File: src/rtl/buslk_pkg.sv
// Package: shared types for the bus lock arbiter.
// Assumes: all control pulses are synchronous, one clock wide.
package buslk_pkg;

    // Bundle of the one-clock control pulses seen by the submodules
    typedef struct packed {
        logic prefix;    // lock prefix decoded
        logic last_done; // last bus cycle of the locked instruction ended
        logic idle;      // bus-cycle boundary
        logic req;       // outside request pulse
        logic rel;       // outside release pulse
    } ctl_pulses_t;

endpackage

File: src/rtl/lock_ctrl.sv
// Module: lock_ctrl
// Holds the lock flag. It sets one clock after a prefix pulse and clears
// after the edge that sees the end-of-instruction pulse.
// Assumes: a prefix pulse is ignored while a grant is outstanding.
module lock_ctrl
    import buslk_pkg::*;
(
    input  logic        clk,
    input  logic        rst_n,
    input  ctl_pulses_t pulses,
    input  logic        grant_busy,
    output logic        locked
);

    logic lock_d;

    // Next lock state: start on prefix when free, end on last-cycle pulse
    always_comb begin
        lock_d = locked;
        if (locked) begin
            if (pulses.last_done) lock_d = 1'b0;
        end else if (pulses.prefix && !grant_busy) begin
            lock_d = 1'b1;
        end
    end

    // Lock register with synchronous reset
    always_ff @(posedge clk) begin
        if (!rst_n) locked <= 1'b0;
        else        locked <= lock_d;
    end

    p_lock_start_r2: assert property (@(posedge clk) disable iff (!rst_n)
        (!locked && pulses.prefix && !grant_busy) |=> locked);
    p_lock_hold_r3: assert property (@(posedge clk) disable iff (!rst_n)
        (locked && !pulses.last_done) |=> locked);
    p_lock_end_r3: assert property (@(posedge clk) disable iff (!rst_n)
        (locked && pulses.last_done) |=> !locked);
    p_no_lock_granted_r8: assert property (@(posedge clk) disable iff (!rst_n)
        (!locked && grant_busy) |=> !locked);

endmodule

File: src/rtl/req_track.sv
// Module: req_track
// Keeps a single held request. It captures a request pulse unless a grant
// is already outstanding, and clears it when the grant logic takes it.
// Assumes: only one request/grant channel.
module req_track
    import buslk_pkg::*;
(
    input  logic        clk,
    input  logic        rst_n,
    input  ctl_pulses_t pulses,
    input  logic        grant_busy,
    input  logic        take,
    output logic        want
);

    logic pend_q;
    logic pend_d;

    // A request is wanted if it is held or arriving now with no grant out
    assign want = pend_q | (pulses.req & ~grant_busy);

    // Next held state: clear on take, capture a fresh request otherwise
    always_comb begin
        pend_d = pend_q;
        if (take)                               pend_d = 1'b0;
        else if (pulses.req && !grant_busy)     pend_d = 1'b1;
    end

    // Held request register with synchronous reset
    always_ff @(posedge clk) begin
        if (!rst_n) pend_q <= 1'b0;
        else        pend_q <= pend_d;
    end

    p_pend_keep_r4: assert property (@(posedge clk) disable iff (!rst_n)
        (pend_q && !take) |=> pend_q);
    p_pend_clear_r5: assert property (@(posedge clk) disable iff (!rst_n)
        take |=> !pend_q);

endmodule

File: src/rtl/grant_ctrl.sv
// Module: grant_ctrl
// Issues a grant at an idle boundary when the lock is free or ending, and
// holds it until release. A prefix pulse on the same edge wins over a grant.
// Assumes: the outside master releases with a one-clock pulse.
module grant_ctrl
    import buslk_pkg::*;
(
    input  logic        clk,
    input  logic        rst_n,
    input  ctl_pulses_t pulses,
    input  logic        locked,
    input  logic        want,
    output logic        take,
    output logic        grant_q
);

    logic lock_free;

    // Lock is free if clear now or ending at this edge
    assign lock_free = ~locked | pulses.last_done;

    // Hand over only at an idle boundary with no competing prefix
    assign take = want & pulses.idle & lock_free & ~pulses.prefix & ~grant_q;

    // Grant register: set on take, clear on release
    always_ff @(posedge clk) begin
        if (!rst_n)          grant_q <= 1'b0;
        else if (take)       grant_q <= 1'b1;
        else if (pulses.rel) grant_q <= 1'b0;
    end

    p_no_grant_in_lock_r4: assert property (@(posedge clk) disable iff (!rst_n)
        !(locked && grant_q));
    p_grant_hold_r7: assert property (@(posedge clk) disable iff (!rst_n)
        (grant_q && !pulses.rel) |=> grant_q);
    p_grant_drop_r7: assert property (@(posedge clk) disable iff (!rst_n)
        (grant_q && pulses.rel) |=> !grant_q);
    p_prefix_wins_r9: assert property (@(posedge clk) disable iff (!rst_n)
        (!grant_q && pulses.prefix) |=> !grant_q);

endmodule

File: src/rtl/bus_lock_arbiter.sv
// Module: bus_lock_arbiter (top)
// Drives an active-low bus lock for prefixed instructions and one
// request/grant channel whose requests wait out an active lock.
// Assumes: all inputs synchronous to clk; pulses are one clock wide.
module bus_lock_arbiter
    import buslk_pkg::*;
(
    input  logic clk,
    input  logic rst_n,
    input  logic lock_prefix,
    input  logic last_cycle_done,
    input  logic bus_idle,
    input  logic rq_req,
    input  logic rq_release,
    output logic lock_n,
    output logic grant
);

    ctl_pulses_t pulses;
    logic        locked;
    logic        want;
    logic        take;
    logic        grant_q;

    // Gather the input pulses into one bundle
    always_comb begin
        pulses.prefix    = lock_prefix;
        pulses.last_done = last_cycle_done;
        pulses.idle      = bus_idle;
        pulses.req       = rq_req;
        pulses.rel       = rq_release;
    end

    lock_ctrl u_lock (
        .clk        (clk),
        .rst_n      (rst_n),
        .pulses     (pulses),
        .grant_busy (grant_q),
        .locked     (locked)
    );

    req_track u_req (
        .clk        (clk),
        .rst_n      (rst_n),
        .pulses     (pulses),
        .grant_busy (grant_q),
        .take       (take),
        .want       (want)
    );

    grant_ctrl u_grant (
        .clk     (clk),
        .rst_n   (rst_n),
        .pulses  (pulses),
        .locked  (locked),
        .want    (want),
        .take    (take),
        .grant_q (grant_q)
    );

    assign lock_n = ~locked;
    assign grant  = grant_q;

    p_reset_r1: assert property (@(posedge clk)
        !rst_n |=> (lock_n && !grant));
    p_stray_last_r11: assert property (@(posedge clk) disable iff (!rst_n)
        (lock_n && !lock_prefix && last_cycle_done) |=> lock_n);

endmodule

File: config.mk
export PLATFORM = sky130hd
export DESIGN_NAME = bus_lock_arbiter
export DESIGN_NICKNAME = d
export VERILOG_FILES = /design/src/rtl/buslk_pkg.sv /design/src/rtl/lock_ctrl.sv /design/src/rtl/req_track.sv /design/src/rtl/grant_ctrl.sv /design/src/rtl/bus_lock_arbiter.sv
export SDC_FILE = /design/constraint.sdc
export NUM_CORES = 1
export LEC_CHECK = 0
export BUFFER_PORTS_ARGS = -buffer_cell sky130_fd_sc_hd__buf_2
export CAP_MARGIN = 20
export CORE_AREA = 2 2 39 41
export CTS_CLUSTER_DIAMETER = 50
export DETAILED_ROUTE_END_ITERATION = 12
export DIE_AREA = 0 0 41 43
export GPL_TIMING_DRIVEN = 0
export PLACE_DENSITY = 0.36
export RECOVER_POWER = 100
export SLEW_MARGIN = 10
export SYNTH_ARGS = -nofsm -noshare
export SYNTH_HDL_FRONTEND = slang
export SYNTH_HIERARCHICAL = 1
export SYNTH_SLANG_ARGS = --single-unit
File: constraint.sdc
create_clock -name clk -period 1.4 [get_ports clk]
set_clock_uncertainty 0.15 [all_clocks]
set_input_delay 0.07 -clock clk [delete_from_list [all_inputs] [get_ports clk]]
set_output_delay 0.07 -clock clk [all_outputs]
set_load 0.02 [all_outputs]
# Word-level counts from Yosys, hierarchy flattened
# Cells that the tools add are included.
# classes
n_reduce_logical,5
n_bitwise,11
n_mux,5
# op_table
op,n
AND 1 bit,5
2-to-1 mux 1 bit,5
NOT 1 bit,4
logical AND 1 bit,2
OR 1 bit,2
nonzero test 2 bit,1
OR reduction 2 bit,1
logical NOT 1 bit,1
# totals
out_inout_bits,2
wordCells,24
in_bits,7
ff_bits,3

# Logic depth before layout (Yosys ltp)
# Gate-level depths: netlist of the first run.
# logic_depth
depth_word,8
ltp_mapped,6
mapped_depth_nobuf,6

# Cells and area by module
# The synthesis of the first run kept the hierarchy.
# by_module_without_submodules
module,area_per_inst_um2,n_inst,cells_each
grant_ctrl,72.6,1,7
lock_ctrl,53.8,1,4
req_track,53.8,1,5
bus_lock_arbiter,3.8,1,1

# Worst setup path before layout of the first run
# OpenSTA, ideal clock, no wires.
# synth_timing
kind,register to register
from,register u_grant.grant_q
to,register u_req.pend_q
period_less_slack_ns,1.318
required_ns,1.192
arrival_time_ns,1.110
slack_ns,0.082
stages_incl_launch_ff,7
path_cell_list,dfxtp_1 nor2b_4 or2_1 nand2_1 nor4_1 inv_1 o211a_1
# synth_between
elab_chain_len,8
# synth_lines
element,line_no,rtl
start: declaration,grant_ctrl.sv:14,output logic grant_q
start signal: assignment,grant_ctrl.sv:27,if (!rst_n) grant_q <= 1'b0;
start signal: assignment,grant_ctrl.sv:28,else if (take) grant_q <= 1'b1;
start signal: assignment,grant_ctrl.sv:29,else if (pulses.rel) grant_q <= 1'b0;
NOT 1 bit,req_track.sv:20,assign want = pend_q | (pulses.req & ~grant_busy);
AND 1 bit,req_track.sv:20,
OR 1 bit,req_track.sv:20,
named net want,bus_lock_arbiter.sv:21,logic want;
AND 1 bit (4 in series),grant_ctrl.sv:23,assign take = want & pulses.idle & lock_free & ~pulses.prefix & ~grant_q;
named net take,bus_lock_arbiter.sv:22,logic take;
OR reduction 2 bit (no line),-,
end signal: assignment,req_track.sv:32,else pend_q <= pend_d;
end: declaration,req_track.sv:16,logic pend_q;
# The timed path passes the listed nets, and every way through them passes these cells.
# A chain may end at the register's enable or synchronous reset.

# Worst setup path in the final report of the first run
# Same ends and word-level chain as after synthesis.

==> impl_metrics.toml, run 1 <==
[synthesis]
synth_area_leaders = "dfxtp_1 33%, nor2b_4 22%, o41ai_2 8.8%"
avgSynthCellArea_um2 = 10.82
postSynthCellCount = 17
syn-num-nets = 24
ys_seq_area_frac = 0.3265
synth_top_area_share = 0.3265
syn_area_um2 = 183.9
ys_ff_latch = 3
synth_top_area_cell = "dfxtp_1"
ys_types = 12
ys.warnings.count = 6

[die]
start_util = 0.1329
die_y_um = 43
num_rows = 14
die_w_um = 41
die-area_um2 = 1763
core_area_um2 = 1384
num_io_pins = 9

[clock_tree]
numCtsBuffers = 3
clk_latency_ns = 0.23
clock_path_buffers = 2
root_buffer = "clkbuf_4"
clock_sinks = 3
post_cts.repair.setup_buffers = 0
htree_levels = 1
post_cts_resized = 0
path_clk_slew_ns = 0.04
cts_tree = "yes"

[finish]
fin_cells = 49
final_area_um2 = 306.5
drive_gt1_frac = 0.3939
fin_nets = 41
finalCoreUtilization = 0.2215
n_fill_cell = 151
syn_to_final_growth_pct = 66.67
antenna_cells = 0

[routing]
postRouteAntennaNets = 0
viasPerCell = 3.694
wl_per_cell_um = 8.327
vias = 181
drc = 0
first_iter_violations = 1
drt_wl_total_um = 408
dr.pass1.iters = 2

[power_and_ir_drop]
power_density_nw_per_um2 = 1002
leakage_nw = 0.1346
power.total_mw = 0.3071
vdd_drop_max_mv = 0.5132

[timing]
holdWs_ns = 0.05246
hold_viol_final = 0
worstMarginPinSlew_ns = 0.3317
fin_crit_ns = 1.326
post-route-period-util = 0.9473
tns_ns = 0
rsz0062_at_grt = "false"
setup_viol = 0
maxSlewViolCount = 0
fmax_ghz = 0.7540
max_slew_margin = 0.7786
timing.final.ws_setup_ns = 0.07372

[setup_path]
path_cells = "nor2b_4, or2_1, nand2_1, nor4_1, inv_1, o211a_1"
critPathCaptureType = "flop"
slowest_delay_ns = 0.40
critical_path.max_fanout = 6
critPathRequiredTime_ns = 1.37
start_kind = "flop"
path_class = "reg -> reg"
crit_buf_inv = 1
crit_path_top_delay_cell = "dfxtp_1"
cp_top_family = "simple AND/OR/NAND/NOR gates"
arrival_ns = 1.30

[status]
status = "finished, final reports clean"

[placement]
dpl_cell_area_um2 = 244.0
place_congestion = 0.6049
dp.cells = 41
io_buffers = 8
post-place-ws_ns = 0.1051

[grt]
grt_pass1_wl_um = 641
antenna_found_initial = 0
grt_overflow = 0
first_global_vias = 168
grt_usage = 0.05918
grt_max_degree = 7

[hold_path]
hold_class = "in -> reg"

[flow_run]
max-cap-violations = 0
==> flip-flops by register name (all words and copies together) (netlist names) <==
register,cells
u_grant/grant_q,1
u_lock/locked,1
u_req/pend_q,1
==> logic make-up (layout without fill, tap and decap cells) <==
| logic type | Yosys count | after routing | share of synthesized area |
|---|---|---|---|
| and+or+nand+nor | 9 | 9 | 0.4490 |
| AOI/OAI and AO/OA | 3 | 3 | 0.1837 |
| buffers and inverters | 2 | 18 | 0.04083 |
| DFF | 3 | 3 | 0.3265 |
==> worst register-to-register path, delay by kind of cell (launching register included) <==
| family | cells | cell delay (ns) |
|---|---|---|
| compound gates | 1 | 0.11 |
| flops | 1 | 0.40 |
| simple gates | 4 | 0.49 |
| buf+inv | 1 | 0.07 |
==> power breakdown <==
| part | internal, mW | total (mW) | leakage, nW | switching [mW] |
|---|---|---|---|---|
| Clock | 0.107 | 0.151 | 0.0150 | 0.0446 |
| Sequential | 0.0926 | 0.100 | 0.0248 | 0.00784 |
| Combinational | 0.0328 | 0.0553 | 0.0948 | 0.0225 |
| Total | 0.232 | 0.307 | 0.135 | 0.0749 |
==> cells in the mapped netlist <==
cell and instances:
dfxtp_1 3, nor2b_4 3, inv_1 2, nand2_1 1
nand3_1 1, nand3b_1 1, nor3b_2 1, nor4_1 1
o211a_1 1, o21a_1 1, o41ai_2 1, or2_1 1
==> worst paths after layout <==
kind / endpoint / from / slack, ns / cells past startpoint
max: u_req/pend_q / u_grant/grant_q / 0.07 / 6
max reg2reg: u_req/pend_q / u_grant/grant_q / 0.07 / 6
min: u_req/pend_q / rq_req / 0.05 / 3
min reg2reg: u_req/pend_q / u_req/pend_q / 0.34 / 1
==> cell usage in the layout, fill, tap and decap left out, drive strengths merged <==
cell	netlist	final
buf	0	5
clkbuf	0	7
dfxtp	3	3
dlygate4sd3	0	4
inv	2	2
nand2	1	1
nand3	1	1
nand3b	1	1
nor2b	3	3
nor3b	1	1
nor4	1	1
o211a	1	1
o21a	1	1
o41ai	1	1
or2	1	1
==> repair_timing <==
action,CTS,global route
hold endpoints to repair,3,0
setup endpoints to repair,0,0
hold buffers,4,0
==> layout make-up <==
cell class | count | area [µm²] | area share
flip-flops and latches | 3 | 60.06 | 0.1959
inverters | 2 | 7.507 | 0.02449
well taps | 16 | 20.02 | 0.06531
multi-input cells | 12 | 116.4 | 0.3796
clock buffers | 4 | 26.28 | 0.08571
repair buffers | 12 | 76.32 | 0.2490
==> routing by layer <==
layer | routed length (µm) | GRT usage | share of wire
met1 | 217 | 0.07051 | 0.53
met2 | 139 | 0.06875 | 0.34
met4 | 0 | 0.02000 | 0
met5 | 0 | 0 | 0
met3 | 51 | 0.06283 | 0.13
Note: power is estimated with default switching activity, not from simulation.
==> inputs of run 2 (changes only) <==
- CELL_PAD_IN_SITES_DETAIL_PLACEMENT: default -> 1
- CELL_PAD_IN_SITES_GLOBAL_PLACEMENT: default -> 2
- PLACE_DENSITY: 0.36 -> 0.51
==> run 2 against run 1 <==
Maximum frequency up 5.1%. Register-to-register slack better by 0.06 ns. Flip-flop and latch count unchanged. Setup slack better by 0.065 ns. Largest power group unchanged. Design area unchanged.
==> impl_metrics.toml, run 2 (same netlist as run 1, synthesis figures left out) <==
[status]
status = "finished, final reports clean"

[finish]
reg.largest.list = "u_grant/grant_q x1, u_lock/locked x1, u_req/pend_q x1"
syn_to_final_growth_pct = 66.67
fin_nets = 41
final_cell_mix = "5 x buf_2, 4 x clkbuf_1, 4 x dlygate4sd3_1"
multi_input_area_um2 = 116.4
fin_cells = 49
antenna_cells = 0
drive_gt1_frac = 0.3939
regArea_um2 = 60.06
n_fill_cell = 173
final_common_cell = "buf_2"
final_area_um2 = 306.5

[setup_path]
start_kind = "flop"
crit_cells = 6
arrival_ns = 1.23
path_class = "reg -> reg"
cp_top_family = "simple AND/OR/NAND/NOR gates"
crit_path_top_delay_cell = "dfxtp_1"
path_cells = "nor2b_4, or2_1, nand2_1, nor4_1, inv_1, o211a_1"
critPathRequiredTime_ns = 1.37
critical_path.max_fanout = 6
r2r.worst_path.cells = 6
slowest_delay_ns = 0.38
critPathCaptureType = "flop"
crit_buf_inv = 1

[hold_path]
whs_path_depth = 3
hold_class = "in -> reg"

[grt]
first_global_vias = 162
grt_max_degree = 7
antenna_found_initial = 0
grt_overflow = 0
grt_pass1_wl_um = 634
grt_usage = 0.06124

[clock_tree]
clock_path_buffers = 2
numCtsBuffers = 3
post_cts.repair.setup_buffers = 0
clock_sinks = 3
htree_levels = 1
root_buffer = "clkbuf_4"
clk_latency_ns = 0.23
cts_tree = "yes"
path_clk_slew_ns = 0.03

[die]
core_area_um2 = 1384
die_y_um = 43
num_io_pins = 9
die_w_um = 41
die-area_um2 = 1763
num_rows = 14
start_util = 0.1329

[timing]
post-route-period-util = 0.9012
maxSlewViolCount = 0
setup_viol = 0
max_slew_margin = 0.8107
tns_ns = 0
hold_viol_final = 0
worstMarginPinSlew_ns = 0.2836
holdWs_ns = 0.04729
fin_crit_ns = 1.262
fmax_ghz = 0.7926
rsz0062_at_grt = "false"

[routing]
wl_per_cell_um = 7.408
postRouteAntennaNets = 0
drt_wl_total_um = 363
dr.pass1.iters = 2
first_iter_violations = 4
drc = 0
viasPerCell = 3.531
vias = 173

[power_and_ir_drop]
power.total_mw = 0.3062
power_density_nw_per_um2 = 998.9
leakage_nw = 0.1346
vdd_drop_max_mv = 0.3060

[flow_run]
max-cap-violations = 0

[placement]
place_congestion = 0.6090
io_buffers = 8
dpl_cell_area_um2 = 244.0
dp.cells = 41
[run 2: cell counts in the layout (fill, tap and decap cells not counted)]
No cell type changed its count.
[run 2: layout make-up]
cell class	instances	share of cell area
clock buffer	4	0.08571
tap	16	0.06531
inverter	2	0.02449
timing repair buffer	12	0.2490
sequential	3	0.1959
multi-input combinational	12	0.3796
[run 2: worst paths after layout]
check                  startpoint           end  slack, ns
setup / recovery  u_grant/grant_q  u_req/pend_q       0.14
hold / removal             rq_req  u_req/pend_q       0.05
setup reg to reg  u_grant/grant_q  u_req/pend_q       0.14
hold reg to reg      u_req/pend_q  u_req/pend_q       0.34
[run 2: power breakdown]
group	switching [mW]	leakage (nW)	internal, mW
Sequential	0.00703	0.0248	0.0927
Clock	0.0447	0.0150	0.107
Combinational	0.0222	0.0948	0.0328
[run 2: repair_timing]
action / in CTS / in global routing
gates resized for setup: 0 / 0
hold buffers: 4 / 0
endpoints found under the hold margin: 3 / 0
[run 2: metal layers]
| metal | GRT usage | routed length [µm] |
|---|---|---|
| met5 | 0 | 0 |
| met4 | 0.06000 | 0 |
| met3 | 0.04712 | 23 |
| met2 | 0.07500 | 198 |
| met1 | 0.06109 | 142 |
[run 2: per-stage QoR]
stage | setup slack (ns) | util
3_3_place_gp | 0.09269 | 0.1763
2_1_floorplan | 0.08153 | -
6_report | 0.1383 | 0.2215
3_5_place_dp | 0.1250 | 0.1763
4_1_cts | 0.1188 | 0.2242
5_1_grt | 0.03690 | 0.2215
[run 2: tightest hold or removal path, cell delays in order]
cell     delay [ns]
buf_2          0.07
nor2b_4        0.12
o211a_1        0.13
